File: config.mk
export PLATFORM = sky130hd
export DESIGN_NAME = crcacc_unit
export DESIGN_NICKNAME = d
export VERILOG_FILES = /design/src/rtl/crcacc_pkg.sv /design/src/rtl/crcacc_byte_step.sv /design/src/rtl/crcacc_seq_core.sv /design/src/rtl/crcacc_comb_core.sv /design/src/rtl/crcacc_unit.sv
export SDC_FILE = /design/constraint.sdc
export NUM_CORES = 1
export LEC_CHECK = 0
export BUFFER_PORTS_ARGS = -buffer_cell sky130_fd_sc_hd__buf_2
export CORE_MARGIN = 2
export CORE_UTILIZATION = 35
export DETAILED_ROUTE_END_ITERATION = 6
export GPL_ROUTABILITY_DRIVEN = 1
export PLACE_DENSITY_LB_ADDON = 0.1
export SYNTH_ARGS = -nofsm -noshare
export SYNTH_HDL_FRONTEND = slang
export SYNTH_SLANG_ARGS = --single-unit
File: constraint.sdc
create_clock -name clk -period 4.13 [get_ports clk]
set_input_delay 0.413 -clock clk [delete_from_list [all_inputs] [get_ports clk]]
set_output_delay 0.413 -clock clk [all_outputs]
set_load 0.005 [all_outputs]
File: src/rtl/crcacc_pkg.sv
package crcacc_pkg;
  localparam int BYTE_W = 8;
  localparam int SIZE_W = 2;
  localparam int POLY_W = 32;

  localparam logic [POLY_W-1:0] POLY_IEEE_REFL = 32'hEDB88320;
  localparam logic [POLY_W-1:0] POLY_CAST_REFL = 32'h82F63B78;

  typedef enum logic {
    POLY_IEEE = 1'b0,
    POLY_CAST = 1'b1
  } poly_sel_e;
endpackage

File: src/rtl/crcacc_byte_step.sv
// One reflected CRC byte update: eight unrolled shift/xor bit steps.
module crcacc_byte_step #(
  parameter int CRC_W  = 32,
  parameter int BYTE_W = 8
) (
  input  logic [CRC_W-1:0]  crc_i,
  input  logic [BYTE_W-1:0] byte_i,
  input  logic [CRC_W-1:0]  poly_i,
  output logic [CRC_W-1:0]  crc_o
);
  logic [CRC_W-1:0] stage [BYTE_W+1];

  assign stage[0] = crc_i ^ {{(CRC_W-BYTE_W){1'b0}}, byte_i};

  for (genvar b = 0; b < BYTE_W; b++) begin : g_bit
    assign stage[b+1] = stage[b][0] ? ((stage[b] >> 1) ^ poly_i) : (stage[b] >> 1);
  end

  assign crc_o = stage[BYTE_W];
endmodule

File: src/rtl/crcacc_seq_core.sv
// Byte-serial engine: one byte folded per clock, busy between accept and done.
module crcacc_seq_core #(
  parameter int CRC_W  = 32,
  parameter int DATA_W = 64,
  parameter int CNT_W  = 4
) (
  input  logic              clk,
  input  logic              rst_n,
  input  logic              start_i,
  input  logic [CRC_W-1:0]  crc_i,
  input  logic [DATA_W-1:0] data_i,
  input  logic [CNT_W-1:0]  nbytes_i,
  input  logic [CRC_W-1:0]  poly_i,
  output logic              busy_o,
  output logic              done_o,
  output logic [CRC_W-1:0]  crc_o
);
  import crcacc_pkg::*;

  logic              busy_q, busy_d;
  logic              done_q, done_d;
  logic [CRC_W-1:0]  acc_q, acc_d;
  logic [DATA_W-1:0] shf_q, shf_d;
  logic [CRC_W-1:0]  poly_q, poly_d;
  logic [CNT_W-1:0]  left_q, left_d;
  logic [CRC_W-1:0]  res_q, res_d;
  logic              load_en, step_en, last_step;
  logic [CRC_W-1:0]  step_crc;

  crcacc_byte_step #(.CRC_W(CRC_W), .BYTE_W(BYTE_W)) u_step (
    .crc_i  (acc_q),
    .byte_i (shf_q[BYTE_W-1:0]),
    .poly_i (poly_q),
    .crc_o  (step_crc)
  );

  assign load_en   = start_i && !busy_q;
  assign step_en   = busy_q;
  assign last_step = busy_q && (left_q == CNT_W'(1));

  always_comb begin
    busy_d = busy_q;
    done_d = last_step;
    acc_d  = acc_q;
    shf_d  = shf_q;
    poly_d = poly_q;
    left_d = left_q;
    res_d  = res_q;
    if (load_en) begin
      busy_d = 1'b1;
      acc_d  = crc_i;
      shf_d  = data_i;
      poly_d = poly_i;
      left_d = nbytes_i;
    end else if (step_en) begin
      acc_d  = step_crc;
      shf_d  = shf_q >> BYTE_W;
      left_d = left_q - CNT_W'(1);
      if (last_step) begin
        busy_d = 1'b0;
        res_d  = step_crc;
      end
    end
  end

  always_ff @(posedge clk or negedge rst_n) begin
    if (!rst_n) begin
      busy_q <= 1'b0;
      done_q <= 1'b0;
      acc_q  <= '0;
      shf_q  <= '0;
      poly_q <= '0;
      left_q <= '0;
      res_q  <= '0;
    end else begin
      busy_q <= busy_d;
      done_q <= done_d;
      if (load_en || step_en) begin
        acc_q  <= acc_d;
        shf_q  <= shf_d;
        poly_q <= poly_d;
        left_q <= left_d;
      end
      if (last_step) res_q <= res_d;
    end
  end

  assign busy_o = busy_q;
  assign done_o = done_q;
  assign crc_o  = res_q;
endmodule

File: src/rtl/crcacc_comb_core.sv
// Single-cycle engine: all byte steps unrolled, width-selected tap registered.
module crcacc_comb_core #(
  parameter int CRC_W  = 32,
  parameter int DATA_W = 64,
  parameter int CNT_W  = 4
) (
  input  logic              clk,
  input  logic              rst_n,
  input  logic              start_i,
  input  logic [CRC_W-1:0]  crc_i,
  input  logic [DATA_W-1:0] data_i,
  input  logic [CNT_W-1:0]  nbytes_i,
  input  logic [CRC_W-1:0]  poly_i,
  output logic              busy_o,
  output logic              done_o,
  output logic [CRC_W-1:0]  crc_o
);
  import crcacc_pkg::*;

  localparam int NBYTES = DATA_W / BYTE_W;

  logic [CRC_W-1:0] chain [NBYTES+1];
  logic [CRC_W-1:0] pick_d;
  logic [CRC_W-1:0] res_q;
  logic             done_q;

  assign chain[0] = crc_i;

  for (genvar k = 0; k < NBYTES; k++) begin : g_byte
    crcacc_byte_step #(.CRC_W(CRC_W), .BYTE_W(BYTE_W)) u_step (
      .crc_i  (chain[k]),
      .byte_i (data_i[k*BYTE_W +: BYTE_W]),
      .poly_i (poly_i),
      .crc_o  (chain[k+1])
    );
  end

  always_comb begin
    pick_d = chain[1];
    for (int k = 1; k < NBYTES; k++) begin
      if (nbytes_i == CNT_W'(k + 1)) pick_d = chain[k+1];
    end
  end

  always_ff @(posedge clk or negedge rst_n) begin
    if (!rst_n) begin
      done_q <= 1'b0;
      res_q  <= '0;
    end else begin
      done_q <= start_i;
      if (start_i) res_q <= pick_d;
    end
  end

  assign busy_o = 1'b0;
  assign done_o = done_q;
  assign crc_o  = res_q;
endmodule

File: src/rtl/crcacc_unit.sv
// CRC accumulate unit: operand masking, polynomial select, engine variant, sign extension.
module crcacc_unit #(
  parameter bit SEQUENTIAL = 1'b1,
  parameter int DATA_W     = 64,
  parameter int CRC_W      = 32
) (
  input  logic              clk,
  input  logic              rst_n,
  input  logic              start_i,
  input  logic [CRC_W-1:0]  crc_i,
  input  logic [DATA_W-1:0] data_i,
  input  logic [1:0]        size_i,
  input  logic              poly_sel_i,
  output logic              busy_o,
  output logic              done_o,
  output logic [DATA_W-1:0] result_o
);
  import crcacc_pkg::*;

  localparam int NBYTES = DATA_W / BYTE_W;
  localparam int CNT_W  = $clog2(NBYTES + 1);

  logic [CNT_W-1:0]  nbytes;
  logic [DATA_W-1:0] data_m;
  logic [CRC_W-1:0]  poly;
  logic [CRC_W-1:0]  crc_res;

  assign nbytes = CNT_W'(1) << size_i;
  assign poly   = (poly_sel_e'(poly_sel_i) == POLY_CAST) ? CRC_W'(POLY_CAST_REFL)
                                                         : CRC_W'(POLY_IEEE_REFL);

  for (genvar k = 0; k < NBYTES; k++) begin : g_mask
    assign data_m[k*BYTE_W +: BYTE_W] =
      (CNT_W'(k) < nbytes) ? data_i[k*BYTE_W +: BYTE_W] : '0;
  end

  if (SEQUENTIAL) begin : g_seq
    crcacc_seq_core #(.CRC_W(CRC_W), .DATA_W(DATA_W), .CNT_W(CNT_W)) u_core (
      .clk      (clk),
      .rst_n    (rst_n),
      .start_i  (start_i),
      .crc_i    (crc_i),
      .data_i   (data_m),
      .nbytes_i (nbytes),
      .poly_i   (poly),
      .busy_o   (busy_o),
      .done_o   (done_o),
      .crc_o    (crc_res)
    );
  end else begin : g_comb
    crcacc_comb_core #(.CRC_W(CRC_W), .DATA_W(DATA_W), .CNT_W(CNT_W)) u_core (
      .clk      (clk),
      .rst_n    (rst_n),
      .start_i  (start_i),
      .crc_i    (crc_i),
      .data_i   (data_m),
      .nbytes_i (nbytes),
      .poly_i   (poly),
      .busy_o   (busy_o),
      .done_o   (done_o),
      .crc_o    (crc_res)
    );
  end

  assign result_o = {{(DATA_W-CRC_W){crc_res[CRC_W-1]}}, crc_res};
endmodule

# Yosys cells after proc, flatten, opt, wreduce, memory -nomap -nowiden
# Cells that the tools add are included.
# W data, S select, Z words.
[word_totals]
wordCells = 62
inputBits = 102
output_inout_bits = 66
reg_bits = 166
[classes]
n_shift = 1
eq_ne = 1
bitwise = 10
add_sub_neg = 1
order_cmp = 8
n_mux = 26
reduce_logical = 8
[op_table]
columns = ["cell", "count"]
rows = [
  ["$mux W32", 10],
  ["$xor A31 B32 Y32", 8],
  ["$mux W64", 2],
  ["$mux W8", 8],
  ["$xor A32 B8 Y32", 1],
  ["$mux W31", 1],
  ["$lt A3 B4 Y1 const A", 4],
  ["$lt A1 B4 Y1 const A", 2],
  ["$lt A2 B4 Y1 const A", 2],
  ["$mux W4", 2],
  ["$eq A4 B1 Y1 const B", 1],
  ["$reduce_and A2 Y1", 2],
  ["$shl A1 B2 Y4 const A", 1],
  ["$sub A4 B1 Y4 const B", 1],
  ["$mux W1", 3],
  ["$reduce_and A3 Y1", 1],
  ["$logic_and A1 B1 Y1", 2],
  ["$reduce_bool A2 Y1", 1],
  ["$logic_not A1 Y1", 1],
  ["$logic_or A1 B1 Y1", 1],
  ["$not A1 Y1", 1],
]

# Longest topological paths before layout
[depth]
depth_word = 19
mapped_depth = 8

# Modules after synthesis
# From an unflattened synthesis, not the netlist that was laid out.
[unflattened]
hier_cells = 1379
hier_area_um2 = 12654.6
[modules_own_cells]
columns = ["mod", "area_per_inst_um2", "instances", "cells_each"]
rows = [
  ["crcacc_seq_core", 7005.5, 1, 574],
  ["crcacc_byte_step", 4934.7, 1, 692],
  ["crcacc_unit", 714.4, 1, 113],
]

# Worst setup path after synthesis
# OpenSTA, ideal clock, no wires.
[synth_timing]
path_kind = "register to register"
start = "reg g_seq.u_core.shf_q[2]"
end = "reg g_seq.u_core.acc_q[19]"
t_arrival_ps = 2309
period_less_slack_ps = 2386
required_ps = 4052
slack_ps = 1744
n_path_buf = 0
setup_ps = 78
path_stages_with_launch = 8
cell_sequence = "dfrtp_1 xnor2_2 xnor3_1 a211oi_2 o21ai_2 xnor2_1 xnor3_1 a21oi_1"
[synth_between]
elab_chain_len = 18
[synth_lines]
columns = ["element", "line_no", "rtl"]
rows = [
  ["from (decl)", "crcacc_seq_core.sv:23", "logic [DATA_W-1:0] shf_q, shf_d;"],
  ["from (signal assigned)", "crcacc_seq_core.sv:71", "shf_q <= '0;"],
  ["from (signal assigned)", "crcacc_seq_core.sv:80", "shf_q <= shf_d;"],
  ["$xor A32 B8 Y32 (*)", "crcacc_byte_step.sv:13", "assign stage[0] = crc_i ^ {{(CRC_W-BYTE_W){1'b0}}, byte_i};"],
  ["$xor A31 B32 Y32", "crcacc_byte_step.sv:16", "assign stage[b+1] = stage[b][0] ? ((stage[b] >> 1) ^ poly_i) : (stage[b] >> 1);"],
  ["$mux W32 (*)", "crcacc_byte_step.sv:16", ""],
  ["$xor A31 B32 Y32", "crcacc_byte_step.sv:16", ""],
  ["$mux W32 (*) (2 in series)", "crcacc_byte_step.sv:16", ""],
  ["$xor A31 B32 Y32", "crcacc_byte_step.sv:16", ""],
  ["$mux W32 (*)", "crcacc_byte_step.sv:16", ""],
  ["$xor A31 B32 Y32", "crcacc_byte_step.sv:16", ""],
  ["$mux W32 (*)", "crcacc_byte_step.sv:16", ""],
  ["$xor A31 B32 Y32", "crcacc_byte_step.sv:16", ""],
  ["$mux W32 (*)", "crcacc_byte_step.sv:16", ""],
  ["$xor A31 B32 Y32", "crcacc_byte_step.sv:16", ""],
  ["$mux W32 (*)", "crcacc_byte_step.sv:16", ""],
  ["$xor A31 B32 Y32", "crcacc_byte_step.sv:16", ""],
  ["$mux W32 (*)", "crcacc_byte_step.sv:16", ""],
  ["$mux W32 (*)", "crcacc_seq_core.sv:55", "end else if (step_en) begin"],
  ["$mux W32 (*)", "crcacc_seq_core.sv:49", "if (load_en) begin"],
  ["to (signal assigned)", "crcacc_seq_core.sv:70", "acc_q <= '0;"],
  ["to (signal assigned)", "crcacc_seq_core.sv:79", "acc_q <= acc_d;"],
  ["to (decl)", "crcacc_seq_core.sv:22", "logic [CRC_W-1:0] acc_q, acc_d;"],
]
# Every way passes the cells marked *; elsewhere a longest branch is shown, timed or not. The select of a mux whose other input is x is not followed.
# A chain may end at the register's enable or synchronous reset.

# Worst setup path in the final report
[layout_timing]
start = "reg g_seq.u_core.shf_q[1]"
end = "reg g_seq.u_core.res_q[9], in the netlist g_seq.u_core.crc_o[9]"
[layout_between]
elab_chain_len = 16
[layout_lines]
columns = ["element", "line_no", "rtl"]
rows = [
  ["$xor A32 B8 Y32 (*)", "crcacc_byte_step.sv:13", ""],
  ["$xor A31 B32 Y32", "crcacc_byte_step.sv:16", ""],
  ["$mux W32 (*) (2 in series)", "crcacc_byte_step.sv:16", ""],
  ["$xor A31 B32 Y32", "crcacc_byte_step.sv:16", ""],
  ["$mux W32 (*)", "crcacc_byte_step.sv:16", ""],
  ["$xor A31 B32 Y32", "crcacc_byte_step.sv:16", ""],
  ["$mux W32 (*)", "crcacc_byte_step.sv:16", ""],
  ["$xor A31 B32 Y32", "crcacc_byte_step.sv:16", ""],
  ["$mux W32 (*)", "crcacc_byte_step.sv:16", ""],
  ["$xor A31 B32 Y32", "crcacc_byte_step.sv:16", ""],
  ["$mux W32 (*)", "crcacc_byte_step.sv:16", ""],
  ["$xor A31 B32 Y32", "crcacc_byte_step.sv:16", ""],
  ["$mux W32 (*)", "crcacc_byte_step.sv:16", ""],
  ["$xor A31 B32 Y32", "crcacc_byte_step.sv:16", ""],
  ["$mux W32 (*)", "crcacc_byte_step.sv:16", ""],
  ["to (signal assigned)", "crcacc_seq_core.sv:84", "if (last_step) res_q <= res_d;"],
  ["to (decl)", "crcacc_seq_core.sv:26", "logic [CRC_W-1:0] res_q, res_d;"],
]
# Every way passes the cells marked *; elsewhere a longest branch is shown, timed or not.

==> metrics <==
Detail Route Antenna Nets=0; ys async rst share=100%; gr ovfl total=0; crit path kind=reg2reg; period utilization=72.0%; # H-tree levels=4; Antenna Diode Count=0; DRT iter0 DRCs=457; CP required=4.45 ns; Layout Cells excl Fill=1,351; clk root buf=clkbuf_16; Area growth syn-to-layout=17.5%; Slew Limit Fails=0; Via Count=6,899; worst r2r src=g_seq.u_core.shf_q[1]; Final #Nets=1,118; Max FO, Critical Path=10; num rows=57; initial antenna violation count=1; sequential area share after synthesis=40.0%; Post-synth EDFFs=0; Period minus WS final=2.97 ns; Tot GR Track Use=21.3%; Max Freq=336 MHz; WP data arrival=3.30 ns; Mean Syn Cell Area=9.54 um2; HP Class=in2async; first-pass GRT wire length=41,900 um; core area=24,200 um2; dpl cell area=9520 um2; layout cell share with drive strength beyond 1=24.2%; Placer Congestion=0.866; Fin Hold WS=0.0701 ns; cell area after layout=10,100 um2; worst slew pin tran=0.986 ns; relative slew slack=34.3%; DP HPWL=19,500 um; unrepaired setup endpoints after global routing=no; Resized cells post-CTS=0; Via density=5.11; Num CTS Buffers=17; post-CTS setup buffers=0; drc violations=0; Fin Clk Skew=0.0124 ns; number of I/O port buffers=167; Startpoint Class=flop; Netlist Area Pre-Place=8570 um2; Post-Route WL=27,100 um; largest net degree at the start of global routing=88; hold_buf cts=0; outcome=complete, no violations; Crit. Startpoint=g_seq.u_core.shf_q[1]; total of max-cap violations=0; worst skew pair latency=0.43 ns; warnings from Yosys=0; Seq cells post-synth=137; Primary FF master, synth=dfrtp_1; Die Wd=160 um; synth unique cells=65; I/O pin cnt=168; DIE HEIGHT=160 um; vias in the first global route=6,825; Initial DRT Pass Iterations=7; CTS tree=built; wire length per cell=20.0 um; Worst setup EP type=flop; Clock transition at path regs=0.06 ns; Synth Net Count=1,002; Post-Syn Instances=898; Placed Cells=1,319; TNS Setup=0 ns; clk sinks=137; setup violators final=0; Initial Util=35.4%; full die area=25,800 um2; Clock Tree Buf Depth=2; Hold Vio Cnt, Final=0
[cells in the mapped netlist, drive strengths merged, types with 2 or more instances]
cell	n	area share [%]
a211o	3	0.31
a211oi	33	3.0
a21boi	3	0.31
a21o	2	0.18
a21oi	84	4.9
a221oi	24	2.5
a222oi	8	0.93
a22o	8	0.82
a22oi	3	0.26
a311oi	2	0.20
a31o	2	0.20
a31oi	2	0.15
a32oi	2	0.20
and3	3	0.22
buf	42	3.4
clkbuf	48	2.1
dfrtp	137	40
ha	2	0.29
inv	41	1.8
mux2	3	0.39
mux2i	13	1.5
nand2	105	4.6
nand3	18	1.1
nand3b	2	0.18
nand4	3	0.22
nor2	19	0.92
nor2b	45	3.3
nor3	11	0.83
o2111ai	2	0.20
o211ai	7	0.61
o21a	2	0.18
o21ai	74	4.4
o22ai	4	0.29
o31ai	2	0.18
or3	5	0.37
xnor2	73	8.3
xnor3	25	6.6
xor2	28	3.3
[path summary, 6_finish.rpt]
path / to / slack [ns] / cells after the start
max in group asynchronous: g_seq.u_core.crc_o[25] / 3.26 / 2
worst max register to register: g_seq.u_core.crc_o[9] / 1.16 / 8
min in group clk: g_seq.u_core.shf_q[58] / 0.20 / 2
worst min-delay path: g_seq.u_core.crc_o[4] / 0.07 / 1
worst min register to register: g_seq.u_core.crc_o[13] / 0.47 / 2
worst max-delay path: g_seq.u_core.crc_o[9] / 1.16 / 8
[flip-flops by register name, indices dropped and copies added (netlist names)]
name                 cells
g_seq.u_core.shf_q      64
g_seq.u_core.acc_q      32
g_seq.u_core.crc_o      32
g_seq.u_core.left_q      4
g_seq.u_core.poly_q      3
g_seq.u_core.busy_o      1
g_seq.u_core.done_o      1
[logic make-up (layout without fill, tap and decap cells)]
group | Yosys count | in the layout | synth area share [%]
compound gates | 273 | 273 | 20.5
simple gates | 212 | 212 | 11.8
flops | 137 | 137 | 40.0
buf+inv | 132 | 261 | 7.36
xor+xnor | 126 | 126 | 18.2
mux | 16 | 16 | 1.91
fa+ha+maj | 2 | 2 | 0.292
[final cells by class]
| cell class | count | area, um2 |
|---|---|---|
| clock buffer | 19 | 443 |
| inverter | 42 | 158 |
| timing repair buffer | 187 | 1010 |
| sequential | 137 | 3430 |
| fill | 2433 | 14100 |
| multi-input combinational | 629 | 4520 |
| clock inverter | 13 | 109 |
| tap | 324 | 405 |
[metal layers]
layer / up-vias / wire, um / global-route usage [%]
met4: 2 / 368 / 5.24
met1: 3360 / 12300 / 28.7
li1: 3355 / - / -
met3: 17 / 1150 / 4.03
met2: 165 / 13300 / 35.5
met5: - / 13 / 0
[through the flow]
step	utilization, %	setup slack [ns]
after global routing	41.7	0.947
after floorplan	-	1.74
final	41.7	1.16
after CTS	41.7	1.16
after global placement	39.4	1.26
after detailed placement	39.4	1.18
[worst max-delay path, stage by stage (launching register included)]
cell,delay [ns]
dfrtp_1,0.47
xnor2_2,0.54
buf_4,0.27
xnor2_2,0.15
nor3_1,0.44
nor3_1,0.18
o211ai_1,0.40
a21oi_1,0.15
o31ai_1,0.26
[layout by cell type, fill, tap and decap left out, types with 6 or more instances in the layout]
cell,synthesis,final
xor2_1,25,25
inv_6,0,6
a21oi_1,83,83
a222oi_1,8,8
nor2b_1,45,45
o21ai_0,63,63
xnor3_1,24,24
buf_2,3,165
nand3_1,18,17
nand2_1,104,104
nor2_1,18,17
mux2i_1,13,13
nor3_1,9,9
o211ai_1,7,7
buf_4,33,20
a211oi_1,31,31
dfrtp_1,137,136
clkbuf_16,0,17
a221oi_1,24,24
xnor2_1,66,66
inv_1,39,39
o21ai_1,9,9
a22o_1,8,8
Power is not shown: default switching activity piles up to over one toggle a cycle in this logic, so the estimate is an artifact.
